## src/rtl/mdio_ctl_pkg.sv

```systemverilog
package mdio_ctl_pkg;
  localparam int ADDR_W     = 5;
  localparam int DATA_W     = 16;
  localparam int FRAME_W    = 32;
  localparam int PRE_W      = 32;
  localparam int CMD_RD_BIT = 15;
  localparam int CMD_WR_BIT = 14;
  localparam int PHY_LSB    = 5;
  localparam int SC_RST_BIT = 0;
  localparam int SC_PRE_BIT = 8;
  localparam int SC_DIV_LSB = 9;

  typedef enum logic [1:0] {
    SEL_CMD  = 2'd0,
    SEL_DATA = 2'd1,
    SEL_STAT = 2'd2,
    SEL_SELF = 2'd3
  } reg_sel_e;

  // frame body after the preamble, first bit on the wire in the MSB
  function automatic logic [FRAME_W-1:0] build_frame(
    input logic              rd,
    input logic [ADDR_W-1:0] phy,
    input logic [ADDR_W-1:0] rg,
    input logic [DATA_W-1:0] wd
  );
    logic [1:0]        op;
    logic [1:0]        ta;
    logic [DATA_W-1:0] pay;
    op  = rd ? 2'b10 : 2'b01;
    ta  = rd ? 2'b11 : 2'b10;
    pay = rd ? {DATA_W{1'b0}} : wd;
    return {2'b01, op, phy, rg, ta, pay};
  endfunction
endpackage

```

## src/rtl/mdc_gen.sv

```systemverilog
module mdc_gen #(
  parameter int DIV_W = 8,
  localparam int CNT_W = DIV_W + 1
) (
  input  logic             clk,
  input  logic             rst_n,
  input  logic             run,
  input  logic [DIV_W-1:0] div_field,
  output logic             mdc,
  output logic             rise_tk,
  output logic             fall_tk
);
  logic [CNT_W-1:0] cnt_q;
  logic [CNT_W-1:0] div_q;
  logic [CNT_W-1:0] div_eff;
  logic [CNT_W-1:0] half;

  assign div_eff = (div_field == '0) ? CNT_W'(2) : CNT_W'(div_field) + CNT_W'(1);
  assign half    = div_q >> 1;
  assign rise_tk = run && (cnt_q == half - CNT_W'(1));
  assign fall_tk = run && (cnt_q == div_q - CNT_W'(1));

  always_ff @(posedge clk or negedge rst_n) begin
    if (!rst_n) begin
      cnt_q <= '0;
      div_q <= CNT_W'(2);
      mdc   <= 1'b0;
    end else if (!run) begin
      cnt_q <= '0;
      div_q <= div_eff;
      mdc   <= 1'b0;
    end else begin
      cnt_q <= fall_tk ? '0 : cnt_q + CNT_W'(1);
      if (rise_tk) mdc <= 1'b1;
      if (fall_tk) mdc <= 1'b0;
    end
  end
endmodule

```

## src/rtl/mgmt_frame.sv

```systemverilog
module mgmt_frame
  import mdio_ctl_pkg::*;
#(
  localparam int IDX_W = $clog2(PRE_W + FRAME_W)
) (
  input  logic              clk,
  input  logic              rst_n,
  input  logic              start,
  input  logic              start_rd,
  input  logic [ADDR_W-1:0] start_phy,
  input  logic [ADDR_W-1:0] start_reg,
  input  logic [DATA_W-1:0] start_wd,
  input  logic              start_pre,
  input  logic              abort,
  input  logic              rise_tk,
  input  logic              fall_tk,
  input  logic              mdio_i,
  output logic              busy,
  output logic              mdio_o,
  output logic              mdio_oe,
  output logic              rd_done,
  output logic [DATA_W-1:0] rd_data
);
  logic [FRAME_W-1:0] frm_q;
  logic [FRAME_W-1:0] frm_new;
  logic [IDX_W-1:0]   idx_q;
  logic [IDX_W-1:0]   last;
  logic [IDX_W-1:0]   plen;
  logic               rd_q, pre_q, samp;

  // {oe, value} of bit i; pre set means the 32 ones are sent
  function automatic logic [1:0] bit_at(input logic [IDX_W-1:0] i, input logic pre,
                                        input logic rd, input logic [FRAME_W-1:0] w);
    logic [IDX_W-1:0] f;
    if (pre && (i < IDX_W'(PRE_W))) return 2'b11;
    f = pre ? i - IDX_W'(PRE_W) : i;
    if (rd && (f >= IDX_W'(14))) return 2'b00;
    return {1'b1, w[5'd31 - f[4:0]]};
  endfunction

  assign frm_new = build_frame(start_rd, start_phy, start_reg, start_wd);
  assign plen    = pre_q ? IDX_W'(PRE_W) : '0;
  assign last    = plen + IDX_W'(FRAME_W - 1);
  assign samp    = rd_q && (idx_q >= plen + IDX_W'(16));
  assign rd_data = frm_q[DATA_W-1:0];

  always_ff @(posedge clk or negedge rst_n) begin
    if (!rst_n) begin
      busy    <= 1'b0;
      mdio_o  <= 1'b0;
      mdio_oe <= 1'b0;
      rd_done <= 1'b0;
      idx_q   <= '0;
      frm_q   <= '0;
      rd_q    <= 1'b0;
      pre_q   <= 1'b0;
    end else begin
      rd_done <= 1'b0;
      if (abort) begin
        busy    <= 1'b0;
        mdio_o  <= 1'b0;
        mdio_oe <= 1'b0;
      end else if (!busy) begin
        if (start) begin
          busy  <= 1'b1;
          idx_q <= '0;
          frm_q <= frm_new;
          rd_q  <= start_rd;
          pre_q <= !start_pre;
          {mdio_oe, mdio_o} <= bit_at('0, !start_pre, start_rd, frm_new);
        end
      end else begin
        // read payload shifts into the low half of the frame register
        if (rise_tk && samp) frm_q[DATA_W-1:0] <= {frm_q[DATA_W-2:0], mdio_i};
        if (fall_tk) begin
          if (idx_q == last) begin
            busy    <= 1'b0;
            mdio_o  <= 1'b0;
            mdio_oe <= 1'b0;
            rd_done <= rd_q;
          end else begin
            idx_q <= idx_q + IDX_W'(1);
            {mdio_oe, mdio_o} <= bit_at(idx_q + IDX_W'(1), pre_q, rd_q, frm_q);
          end
        end
      end
    end
  end
endmodule

```

## src/rtl/mdio_ctl.sv

```systemverilog
module mdio_ctl
  import mdio_ctl_pkg::*;
#(
  parameter int DIV_W = 8,
  localparam int HW = SC_DIV_LSB + DIV_W
) (
  input  logic          clk,
  input  logic          rst_n,
  input  logic          reg_wr,
  input  logic [1:0]    reg_sel,
  input  logic [HW-1:0] reg_wdata,
  output logic [HW-1:0] reg_rdata,
  input  logic          mdio_i,
  output logic          mdc,
  output logic          mdio_o,
  output logic          mdio_oe
);
  logic              busy, srst_q, cmd_wr, data_wr, sc_wr, go, op_rd, op_wr;
  logic              rise_tk, fall_tk, rd_done;
  logic [DATA_W-1:0] cmd_q, data_q, rd_data;
  logic [DIV_W-1:0]  sc_div;
  logic              sc_pre;

  assign cmd_wr  = reg_wr && (reg_sel == SEL_CMD);
  assign data_wr = reg_wr && (reg_sel == SEL_DATA);
  assign sc_wr   = reg_wr && (reg_sel == SEL_SELF);
  assign op_rd   = reg_wdata[CMD_RD_BIT];
  assign op_wr   = reg_wdata[CMD_WR_BIT] && !op_rd;
  assign go      = cmd_wr && (op_rd || op_wr) && !busy && !srst_q;

  always_ff @(posedge clk or negedge rst_n) begin
    if (!rst_n) begin
      cmd_q  <= '0;
      data_q <= '0;
      sc_div <= '0;
      sc_pre <= 1'b0;
      srst_q <= 1'b0;
    end else begin
      srst_q <= sc_wr && reg_wdata[SC_RST_BIT];
      if (sc_wr) begin
        sc_div <= reg_wdata[SC_DIV_LSB +: DIV_W];
        sc_pre <= reg_wdata[SC_PRE_BIT];
      end
      if (go)
        cmd_q <= {op_rd, op_wr, 4'b0, reg_wdata[PHY_LSB +: ADDR_W], reg_wdata[ADDR_W-1:0]};
      if (rd_done)      data_q <= rd_data;
      else if (data_wr) data_q <= reg_wdata[DATA_W-1:0];
    end
  end

  always_comb begin
    reg_rdata = '0;
    unique case (reg_sel)
      SEL_CMD:  reg_rdata[DATA_W-1:0] = cmd_q;
      SEL_DATA: reg_rdata[DATA_W-1:0] = data_q;
      SEL_STAT: reg_rdata[0] = busy;
      SEL_SELF: reg_rdata = {sc_div, sc_pre, 7'b0, srst_q};
      default:  reg_rdata = '0;
    endcase
  end

  mdc_gen #(.DIV_W(DIV_W)) u_clk (
    .clk(clk), .rst_n(rst_n), .run(busy && !srst_q), .div_field(sc_div),
    .mdc(mdc), .rise_tk(rise_tk), .fall_tk(fall_tk)
  );

  mgmt_frame u_eng (
    .clk(clk), .rst_n(rst_n), .start(go), .start_rd(op_rd),
    .start_phy(reg_wdata[PHY_LSB +: ADDR_W]), .start_reg(reg_wdata[ADDR_W-1:0]),
    .start_wd(data_q), .start_pre(sc_pre), .abort(srst_q),
    .rise_tk(rise_tk), .fall_tk(fall_tk), .mdio_i(mdio_i),
    .busy(busy), .mdio_o(mdio_o), .mdio_oe(mdio_oe),
    .rd_done(rd_done), .rd_data(rd_data)
  );
endmodule

```

## config.mk

```make
export PLATFORM = sky130hd
export DESIGN_NAME = mdio_ctl
export DESIGN_NICKNAME = d
export VERILOG_FILES = /design/src/rtl/mdio_ctl_pkg.sv /design/src/rtl/mdc_gen.sv /design/src/rtl/mgmt_frame.sv /design/src/rtl/mdio_ctl.sv
export SDC_FILE = /design/constraint.sdc
export NUM_CORES = 1
export LEC_CHECK = 0
export BUFFER_PORTS_ARGS = -buffer_cell sky130_fd_sc_hd__buf_4
export CORE_MARGIN = 4
export CORE_UTILIZATION = 40
export DETAILED_ROUTE_END_ITERATION = 16
export PLACE_DENSITY = 0.67
export SYNTH_ARGS = -nofsm -noshare
export SYNTH_HDL_FRONTEND = slang
export SYNTH_SLANG_ARGS = --single-unit
```

## constraint.sdc

```tcl
create_clock -name clk -period 2.6 [get_ports clk]
set_input_delay 0.39 -clock clk [delete_from_list [all_inputs] [get_ports clk]]
set_output_delay 0.39 -clock clk [all_outputs]
set_load 0.02 [all_outputs]
```

==> metrics.md, run 1 <==
| Metric | Value |
|---|---|
| Cell Area, Synth | between 0.005 and 0.006 mm^2 |
| Synth Register Bits | a little under 100 |
| Highest clock rate | between 300 and 400 MHz |
| Routability Congestion | between 0.8 and 0.9 |
| Clock transition at the registers of the reported paths | 0.07 ns |
| Worst slew margin | 0.5234 |
| Distinct cell type count after synthesis | between 60 and 70 |
| Hold crit path type | input port to asynchronous set/reset pin |
| DIE HEIGHT | roughly 130 um |
| Initial antenna violation count | 0 |
| H-tree levels | 3 |
| Yosys Warn Count | 0 |
| Synth Flop Type | dfrtp_1 |
| Path depth of the worst reg2reg path | 10 |
| Setup crit start kind | register |
| EDFF count, synth | 0 |
| GRT Total Usage | 0.1846 |
| Final wirelength | approximately 14,000 um |
| Final Cycle Share | 0.9873 |
| Synth area leaders | dfrtp_1, mux2i_1, nand2_1 |
| Worst reg2reg startpoint | u_clk.div_q[1] |
| DR vias | roughly 4,500 |
| Setup TNS | 0 ns |
| # setup viols final | 0 |
| Worst EP arrival | 2.79 ns |
| Remaining Overflow, GRT | 0 |
| N_diodes | 0 |
| Root Driver | clkbuf_16 |
| Worst vdd ir | about 0.52 mV |
| Yosys top cell area share | 0.4246 |
| Asr flop ratio synth | 1.000 |
| Wire per inst | 17.20 um |
| Seq/Total Area, Yosys | 0.4292 |
| Worst Setup End Kind | register |
| Post-synth net total | between 600 and 700 |
| Largest net degree at the start of global routing | 51 |
| Static leakage | 3.023 nW |
| Die width | 126.9 um |
| Leading area contributor after synthesis | dfrtp_1 |
| # IOs | 43 |
| Row count | 43 |
| Syn-to-layout area delta | 18.16% |
| First-pass GRT wire length | between 20,000 and 25,000 um |
| Clock Skew | between 0.008 and 0.009 ns |
| Clock sink total | a little under 100 |
| Number of port buffers | 42 |
| CTS tree | done |
| Worst Tran Pin Value | 0.7149 ns |
| Die area | ~0.016 mm^2 |
| Status | finished, final reports clean |
| DRC | 0 |
| DR iter-0 viols | 263 |
| PwrDens | 852.3 mW/mm^2 |
| Crit-path max FO | 5 |
| Post-layout util | 0.4816 |
| Dpl hpwl | 10,040 um |
| CP Data Required Time | approximately 2.8 ns |
| Post-Syn Instances | 599 |
| Core ar. | around 0.014 mm^2 |
| Avg Cell Area, Syn | around 9.4 um^2 |
| # hold bufs at CTS | 0 |
| Final Max Slew Viols | 0 |
| Post-layout min period | roughly 2.6 ns |
| First-pass iteration count of the detailed router | 5 |
| Clock Path Buffers | 2 |
| Fin. Hold Viols | 0 |
| Post-DR vias/cell | ~5.4 |
| Initial Utilization | 0.4076 |
| Crit Path Class | register to register |
| Clk_lat worst skew | about 0.35 ns |
| Max-Cap Viols | 0 |
| Final ANT Viol Nets | 0 |
| Vias in the first global route | 4,622 |
| Number of CTS-inserted buffers | 9 |
| Share of cells above drive strength 1 | 0.2219 |
| Layout net count | between 600 and 700 |
| Setup crit start | u_clk.div_q[1] |
==> per-layer routing <==
| metal | part of all wire | track usage | vias to the layer above |
|---|---|---|---|
| met1 | 0.45 | 0.2445 | 2223 |
| met4 | 0.010 | 0.04984 | 0 |
| met5 | 0 | 0 | - |
| met2 | 0.50 | 0.3076 | 93 |
| met3 | 0.042 | 0.03916 | 13 |
| li1 | - | - | 2171 |
==> critical path, stage by stage, from the launching register on <==
cell,delay [ns]
dfstp_2,0.38
inv_2,0.10
ha_4,0.16
or3b_4,0.40
nor4_2,0.26
o211a_1,0.18
nor3_1,0.05
buf_4,0.15
nor3_4,0.22
a211oi_1,0.10
or3b_2,0.45
==> worst paths after layout <==
check	end	slack (ns)
setup / recovery	u_eng.idx_q[2]	0.03
setup reg to reg	u_eng.idx_q[2]	0.03
min in group clk	u_eng.frm_q[22]	0.26
hold reg to reg	cmd_q[0]	0.48
hold / removal	u_clk.cnt_q[7]	0.09
max in group asynchronous	sc_div[7]	1.80
==> cell usage in the layout (no fill, tap or decap), types with 8 or more instances in the layout <==
cell type and count:
mux4_2 8, o21ai_0 33, nand2_1 101, a21oi_1 23
nor3_1 14, mux2i_1 51, nand3_1 14, buf_4 72
inv_1 27, mux2_2 14, dfrtp_1 96, nor2_1 26
clkbuf_16 9, nor3b_1 16, xnor2_1 15, xor2_1 17
==> power by group <==
group | internal (W) | leakage [nW] | switching [W]
clock | 0.000713 | 0.137 | 0.000604
combinational | 0.00104 | 1.66 | 0.00112
sequential | 0.00185 | 1.23 | 0.000377
==> state kept, by name, summed over array words and instances, names as in the netlist <==
signal and count:
u_eng.frm_q 29, data_q 16, cmd_q 12, u_clk.cnt_q 9, u_clk.div_q 9, sc_div 8
u_eng.idx_q 6, sc_pre 1, srst_q 1, u_clk.mdc 1, u_eng.busy 1, u_eng.mdio_o 1
u_eng.mdio_oe 1, u_eng.pre_q 1, u_eng.rd_done 1
==> stage by stage <==
stage	worst slack [ns]	instance area (um^2)	hold WS (ns)	power [W]	cells
2_1_floorplan	0.03678	5658	0.09441	0.003560	599
3_3_place_gp	0.06724	6252	0.4560	0.004190	807
3_5_place_dp	-0.03602	6252	0.4620	0.004257	807
4_1_cts	0.001648	6581	0.1100	0.005615	826
5_1_grt	-0.04007	6685	0.1397	0.006070	829
6_report	0.03304	6685	0.08758	0.005698	829
==> final cells by class <==
type                    instances  area [um^2]
multi-input cells             429         3014
clock inverters                 4        35.03
clock buffers                  12        256.5
repair buffers                 77        613.1
flip-flops and latches         97         2429
well taps                     180        225.2
fillers                      1318         7196
inverters                      30        112.6
==> synth_stat cells, types with 3 or more instances <==
cell type,number
and2_1,3
nor3b_1,16
nor2b_1,5
a211oi_1,3
a21oi_1,23
and3_1,5
nor4_1,5
inv_1,30
xor2_1,17
or2_2,3
dfrtp_1,96
o211ai_1,3
a31oi_1,4
nand3_1,14
nand4_1,3
o21ai_0,33
xnor2_1,16
mux2i_1,52
ha_1,8
clkbuf_1,33
nor3_1,16
buf_2,4
nand2_1,101
o22ai_1,3
nand2b_1,6
nor2_1,26
mux4_2,8
mux2_2,14
==> timing repair <==
item	CTS	global route
resized for setup	3	20
endpoints found under the setup margin	7	25
endpoints found under the hold margin	0	0
buffers inserted	3	3
pin swaps	2	8
==> cell families (layout without fill, tap and decap cells) <==
logic type                 after synthesis  after routing  synth area share
AOI/OAI and AO/OA                       96             96            0.1068
xor gates and xnor gates                33             33           0.05108
adders and majority gates                8              8           0.01769
buffers and inverters                   73            123           0.05219
DFF                                     97             97            0.4292
muxes                                   74             74            0.1517
and+or+nand+nor                        218            218            0.1913
(Power assumes the default switching activity.)
==> run 2, diff against run 1 <==
- ABC_AREA: not set -> 1
- PLACE_DENSITY: 0.67 -> 0.65
- REMOVE_ABC_BUFFERS: not set -> 1
- clock period: 2.6 -> 3.1 ns (I/O delays scaled with it)
==> run 2 against run 1 <==
Register-to-register slack better by 0.73 ns. Wire length down 0.78%. Hold slack improved by 0.030 ns. Die area fell by 1.3%. Utilization shrank 1.1 points. Power decreased by 19%. Sequential cell count did not move. First-iteration DRC count up 27%. Highest routed layer unchanged.
==> metrics.md, run 2 <==
| Metric | Value |
|---|---|
| Status | finished, final reports clean |
| DRC | 0 |
| Worst vdd ir | about 0.36 mV |
| Post-Syn Instances | 769 |
| PwrDens | around 730 mW/mm^2 |
| Final wirelength | between 10,000 and 15,000 um |
| Die width | between 100 and 150 um |
| Post-layout min period | 2.521 ns |
| Worst slew margin | 0.4949 |
| Max-Cap Viols | 0 |
| Largest Register | u_eng.frm_q |
| Setup crit start kind | input port |
| Number of CTS-inserted buffers | 9 |
| Routability Congestion | ~0.91 |
| Simple-gate share of the synthesized area | 0.2924 |
| Crit-path most repeated cell | buf_4 |
| Initial antenna violation count | 0 |
| GRT Total Usage | 0.1822 |
| Remaining Overflow, GRT | 0 |
| Asr flop ratio synth | 1.000 |
| Final ANT Viol Nets | 0 |
| Clock Skew | 0.01151 ns |
| Yosys top cell area share | 0.4305 |
| Largest family of logic cells by synthesized area | simple AND/OR/NAND/NOR gates |
| Static leakage | 3.127 nW |
| First-pass GRT wire length | about 24,000 um |
| Core ar. | around 0.013 mm^2 |
| Fin. Hold Viols | 0 |
| Commonest cells post-synth | nand2_1, inv_1, dfrtp_1 |
| Yosys Warn Count | 0 |
| # hold bufs at CTS | 0 |
| N_diodes | 0 |
| Seq/Total Area, Yosys | 0.4352 |
| Root Driver | clkbuf_16 |
| Clk_lat worst skew | about 0.35 ns |
| Max incr delay on CP | approximately 0.57 ns |
| Die area | around 0.016 mm^2 |
| Largest regs | u_eng.frm_q (29), data_q (16), cmd_q (12) |
| Synth Flop Type | dfrtp_1 |
| Number of port buffers | between 40 and 50 |
| # setup viols final | 0 |
| Synth Area in Compound Gates | 0.1231 |
| Largest net degree at the start of global routing | 53 |
| DIE HEIGHT | 126.1 um |
| Clock sink total | 97 |
| Highest clock rate | between 300 and 400 MHz |
| Layout net count | approximately 830 |
| Row count | 42 |
| Share of cells above drive strength 1 | 0.1010 |
| Final Max Slew Viols | 0 |
| Clock Path Buffers | 2 |
| Pwr Total | between 0.004 and 0.005 W |
| Crit-path slowest cell | nor2_1 |
| Post-cts resize count | 0 |
| Setup TNS | 0 ns |
| Worst EP arrival | roughly 2.1 ns |
| Commonest non-fill, non-tap cell in the layout | nand2_1 |
| Hold WS | 0.1175 ns |
| Initial Utilization | 0.4148 |
| First-pass iteration count of the detailed router | 5 |
| Max reg flops | 29 |
| Fraction of synthesized cell area in xor and xnor cells | 0.03139 |
| # IOs | between 40 and 50 |
| Crit-path max FO | 11 |
| Cell Area, Synth | between 0.005 and 0.006 mm^2 |
| Worst path cell trace | buf_4 -> nor2_1 -> inv_1 -> o22ai_1 -> buf_4 |
| Synth Register Bits | 97 |
| Crit Path Class | input port to primary output |
| Count leader, synth | nand2_1 |
| DR iter-0 viols | roughly 340 |
| CTS tree | done |
| Dpl hpwl | 10,300 um |
| Clock transition at the registers of the reported paths | ~0.07 ns |
| Hold crit path type | input port to asynchronous set/reset pin |
| CP Data Required Time | 2.63 ns |
| Multiplexer share of the synthesized area | 0 |
| Vias in the first global route | 4,731 |
| Worst Tran Pin Value | around 0.76 ns |
| Most frequent cells in the layout | nand2_1, inv_1, dfrtp_1, nand3_1, nor2_1 |
| RSZ-0062 raised after global routing | no |
| Post-synthesis adder-cell area fraction | 0.01794 |
| Final Cycle Share | 0.8134 |
| Avg Cell Area, Syn | 7.257 um^2 |
| DR vias | around 5,000 |
| Synth area leaders | dfrtp_1, nand2_1, inv_1 |
| Syn-to-layout area delta | 13.34% |
| Worst Setup End Kind | primary output |
| Distinct cell type count after synthesis | 34 |
| Wire per inst | roughly 14 um |
| Setup bufs post-CTS | 0 |
| H-tree levels | 3 |
| EDFF count, synth | 0 |
| Leading area contributor after synthesis | dfrtp_1 |
| Post-DR vias/cell | 5.089 |
==> run 2: kinds of logic after synthesis <==
family | count (synthesis)
flops | 97
buf+inv | 140
xor+xnor | 20
fa+ha+maj | 8
simple gates | 385
compound gates | 119
==> run 2: power by group <==
part | internal [W] | total, W | switching [W]
registers | 0.00154 | 0.00178 | 0.000244
logic | 0.000629 | 0.00175 | 0.00113
clock network | 0.000584 | 0.00111 | 0.000523
==> run 2: per-layer routing <==
metal | GRT usage | routed length [um] | vias to the layer above
li1 | - | - | 2519
met3 | 0.03853 | 554 | 18
met1 | 0.2450 | 6635 | 2349
met2 | 0.2998 | 6723 | 91
met5 | 0 | 0 | -
met4 | 0.04795 | 230 | 0
==> run 2: worst max-delay path: cells and delay by family <==
kind / cells / cell delay, ns
AOI/OAI and AO/OA: 1 / 0.26
buffers and inverters: 3 / 0.75
and+or+nand+nor: 1 / 0.57
==> run 2: final timing paths <==
| path | from | endpoint | slack (ns) | cells after the start |
|---|---|---|---|---|
| max reg2reg | u_clk.div_q[1] | u_eng.frm_q[10] | 0.76 | 11 |
| min | rst_n | data_q[10] | 0.12 | 1 |
| max in group asynchronous | rst_n | u_clk.div_q[1] | 2.25 | 2 |
| max | reg_sel[1] | reg_rdata[11] | 0.58 | 5 |
| min reg2reg | sc_pre | u_eng.pre_q | 0.46 | 1 |
| min in group clk | reg_wdata[5] | u_eng.frm_q[23] | 0.33 | 3 |
==> run 2: stage by stage <==
step                      worst slack [ns]    util  cell area [um^2]  std cells
after floorplan                     0.9583       -              5431        738
after CTS                           0.6331  0.4701              6325        978
final                               0.5785  0.4701              6325        978
after detailed placement            0.6349  0.4478              6025        962
after global routing                0.4637  0.4701              6325        978
after global placement              0.6325  0.4478              6025        962
==> run 2: final cells by class <==
cell class,instances,area [um^2]
clock buffers,10,239.0
well taps,176,220.2
clock inverters,6,61.31
repair buffers,48,372.9
multi-input cells,532,2594
flip-flops and latches,97,2429
fillers,1406,7128
inverters,109,409.1
==> run 3, diff against run 2 <==
- ABC_AREA: 1 -> 0
- PLACE_DENSITY: 0.65 -> 0.67
- clock period: 3.1 -> 2.15 ns (I/O delays scaled with it)
==> run 3 against run 2 <==
The flow now finishes with violations (negative setup slack). Die area rose by 1.3%. Final area rose by 12%. Utilization rose by 4.0 points. First-iteration DRC count fell by 9.6%. Non-clock buffer count rose by 61. Clock power rose by 53%. Critical path type is now register to register. Critical path depth rose by 5. Worst setup slack got worse by 0.90 ns. Clock skew fell by 0.0013 ns. Combinational power rose by 70%. Power rose by 58%. Wire length rose by 5.2%.
==> metrics.md, run 3 (synthesized netlist as in run 1, its figures left out) <==
| Metric | Value |
|---|---|
| GRT Total Usage | 0.1934 |
| Max incr delay on CP | between 0.5 and 0.6 ns |
| DR iter-0 viols | 303 |
| H-tree levels | 3 |
| Reg-to-reg setup timing slack | -0.32 ns |
| FILL cells | 1,264 |
| Root Driver | clkbuf_16 |
| Final Max Slew Viols | 0 |
| Fin. Hold Viols | 0 |
| RSZ-0062 raised after global routing | yes |
| Placed cell areas | ~0.0065 mm^2 |
| # IOs | between 40 and 50 |
| Crit-path most repeated cell | nor3_4 |
| Layout net count | between 700 and 800 |
| Share of cells above drive strength 1 | 0.2784 |
| CP Data Required Time | 2.38 ns |
| Core ar. | between 0.01 and 0.015 mm^2 |
| Worst Tran Pin Value | ~0.55 ns |
| Path depth of the worst reg2reg path | 10 |
| First-pass iteration count of the detailed router | 4 |
| Setup crit start kind | register |
| Final ANT Viol Nets | 0 |
| Routability Congestion | approximately 0.88 |
| Largest Register | u_eng.frm_q |
| Clock transition at the registers of the reported paths | roughly 0.070 ns |
| N_diodes | 0 |
| Highest clock rate | about 400 MHz |
| Worst path cell trace | inv_4 -> ha_4 -> or3b_4 -> nor3_2 -> nor4b_2 -> nor3_4 -> nor3_4 -> buf_6 -> o21ai_4 -> mux2_2 |
| Initial antenna violation count | 0 |
| Post-layout min period | about 2.5 ns |
| Final Cell Area | 0.007086 mm^2 |
| Largest regs | u_eng.frm_q (29), data_q (16), cmd_q (12) |
| Worst reg2reg startpoint | u_clk.div_q[1] |
| Hold path cells | 3 |
| Largest net degree at the start of global routing | between 40 and 50 |
| Die width | 126.9 um |
| Hold crit path type | input port to register |
| Crit-path max FO | 5 |
| Syn-to-layout area delta | 25.23% |
| Number of CTS-inserted buffers | 9 |
| Worst Setup End Kind | register |
| Vias in the first global route | approximately 4,700 |
| Row count | between 40 and 50 |
| # setup viols final | 36 |
| CTS tree | done |
| R2R Path End | u_eng.idx_q[5] |
| First-pass GRT wire length | 24,810 um |
| Crit Path Class | register to register |
| Die area | 0.01611 mm^2 |
| Worst EP arrival | between 2 and 3 ns |
| Crit-path slowest cell | dfstp_2 |
| Hold WS | between 0.15 and 0.2 ns |
| Commonest non-fill, non-tap cell in the layout | nand2_1 |
| Reg area | about 0.0024 mm^2 |
| Most frequent cells in the layout | nand2_1, buf_4, dfrtp_1, mux2i_1, o21ai_0 |
| Static leakage | 3.267 nW |
| Clk_lat worst skew | 0.35 ns |
| Remaining Overflow, GRT | 0 |
| Initial Utilization | 0.4076 |
| DR vias | roughly 4,700 |
| Setup TNS | -8.289 ns |
| Worst vdd ir | between 0.4 and 0.5 mV |
| Final Cycle Share | 1.150 |
| Max-Cap Viols | 0 |
| Status | finished, violations left |
| Max reg flops | 29 |
| Number of port buffers | 42 |
| Clock Skew | about 0.010 ns |
| Failing checks | negative setup slack |
| Worst slew margin | 0.6359 |
| Worst Hold Path EP | u_eng.frm_q[20] |
| Pwr Total | about 0.0073 W |
| PwrDens | 1035 mW/mm^2 |
| Dpl hpwl | 10,680 um |
| Clock sink total | between 90 and 100 |
| Wire per inst | between 15 and 20 um |
| HP Start | reg_wdata[2] |
| DIE HEIGHT | about 130 um |
| Worst Setup Slack, final | -0.3234 ns |
| Post-DR vias/cell | 5.434 |
| Clock Path Buffers | 2 |
| DRC | 0 |
| Final wirelength | roughly 15,000 um |
| Area of the multi-input gates | between 0.003 and 0.004 mm^2 |
==> run 3: how the worst max path moves through the flow <==
stage | slack [ns] | end | start | cells after the start
6_report | -0.32 | u_eng.idx_q[5] | u_clk.div_q[1] | 10
5_1_grt | -0.42 | u_eng.idx_q[5] | u_clk.div_q[1] | 10
4_1_cts | -0.36 | u_eng.idx_q[5] | u_clk.div_q[1] | 10
3_5_place_dp | -0.47 | u_eng.mdio_oe | u_clk.div_q[1] | 10
3_3_place_gp | -0.36 | u_eng.idx_q[2] | u_clk.div_q[1] | 10
2_1_floorplan | -0.72 | u_eng.frm_q[0] | u_eng.busy | 6
==> run 3: what timing repair did <==
| item | in CTS | in global routing |
|---|---|---|
| pin swaps | 10 | 14 |
| resized for setup | 27 | 24 |
| hold buffers | 1 | 0 |
| endpoints found under the setup margin | 36 | 36 |
| buffers inserted | 1 | 3 |
| hold endpoints to repair | 37 | 0 |
==> run 3: power by group <==
part / internal [W] / switching (W)
clock network: 0.00101 / 0.000690
registers: 0.00223 / 0.000435
logic: 0.00148 / 0.00149
==> run 3: final cells by class <==
| cell class | count | area share |
|---|---|---|
| clock buffer | 11 | 0.03284 |
| clock inverter | 3 | 0.009536 |
| inverter | 30 | 0.01625 |
| multi-input combinational | 429 | 0.4427 |
| sequential | 97 | 0.3428 |
| tap | 180 | 0.03179 |
| timing repair buffer | 109 | 0.1241 |
==> run 3: worst max-delay path, delay by kind of cell (launching register included) <==
kind | cells | cell delay (ns)
adder cells (fa/ha/maj) | 1 | 0.16
AO/OA/AOI/OAI | 1 | 0.06
AND/OR/NAND/NOR | 5 | 1.05
buffers and inverters | 2 | 0.20
multiplexers | 1 | 0.29
flip-flops | 1 | 0.56
==> run 3: routing by layer <==
metal  track usage  routed length, um  vias to the layer above
li1              -                  -                     2231
met1        0.2675               6688                     2292
met4       0.07003                325                        0
met5             0                  0                        -
met2        0.3073               7211                      120
met3       0.03200                650                       25
==> run 3: metrics by stage <==
stage,utilization,cells,setup slack [ns]
after floorplan,-,556,-0.7215
after global placement,0.4697,841,-0.3567
after detailed placement,0.4697,841,-0.4713
after CTS,0.4999,857,-0.3562
after global routing,0.5105,859,-0.4226
final,0.5105,859,-0.3234
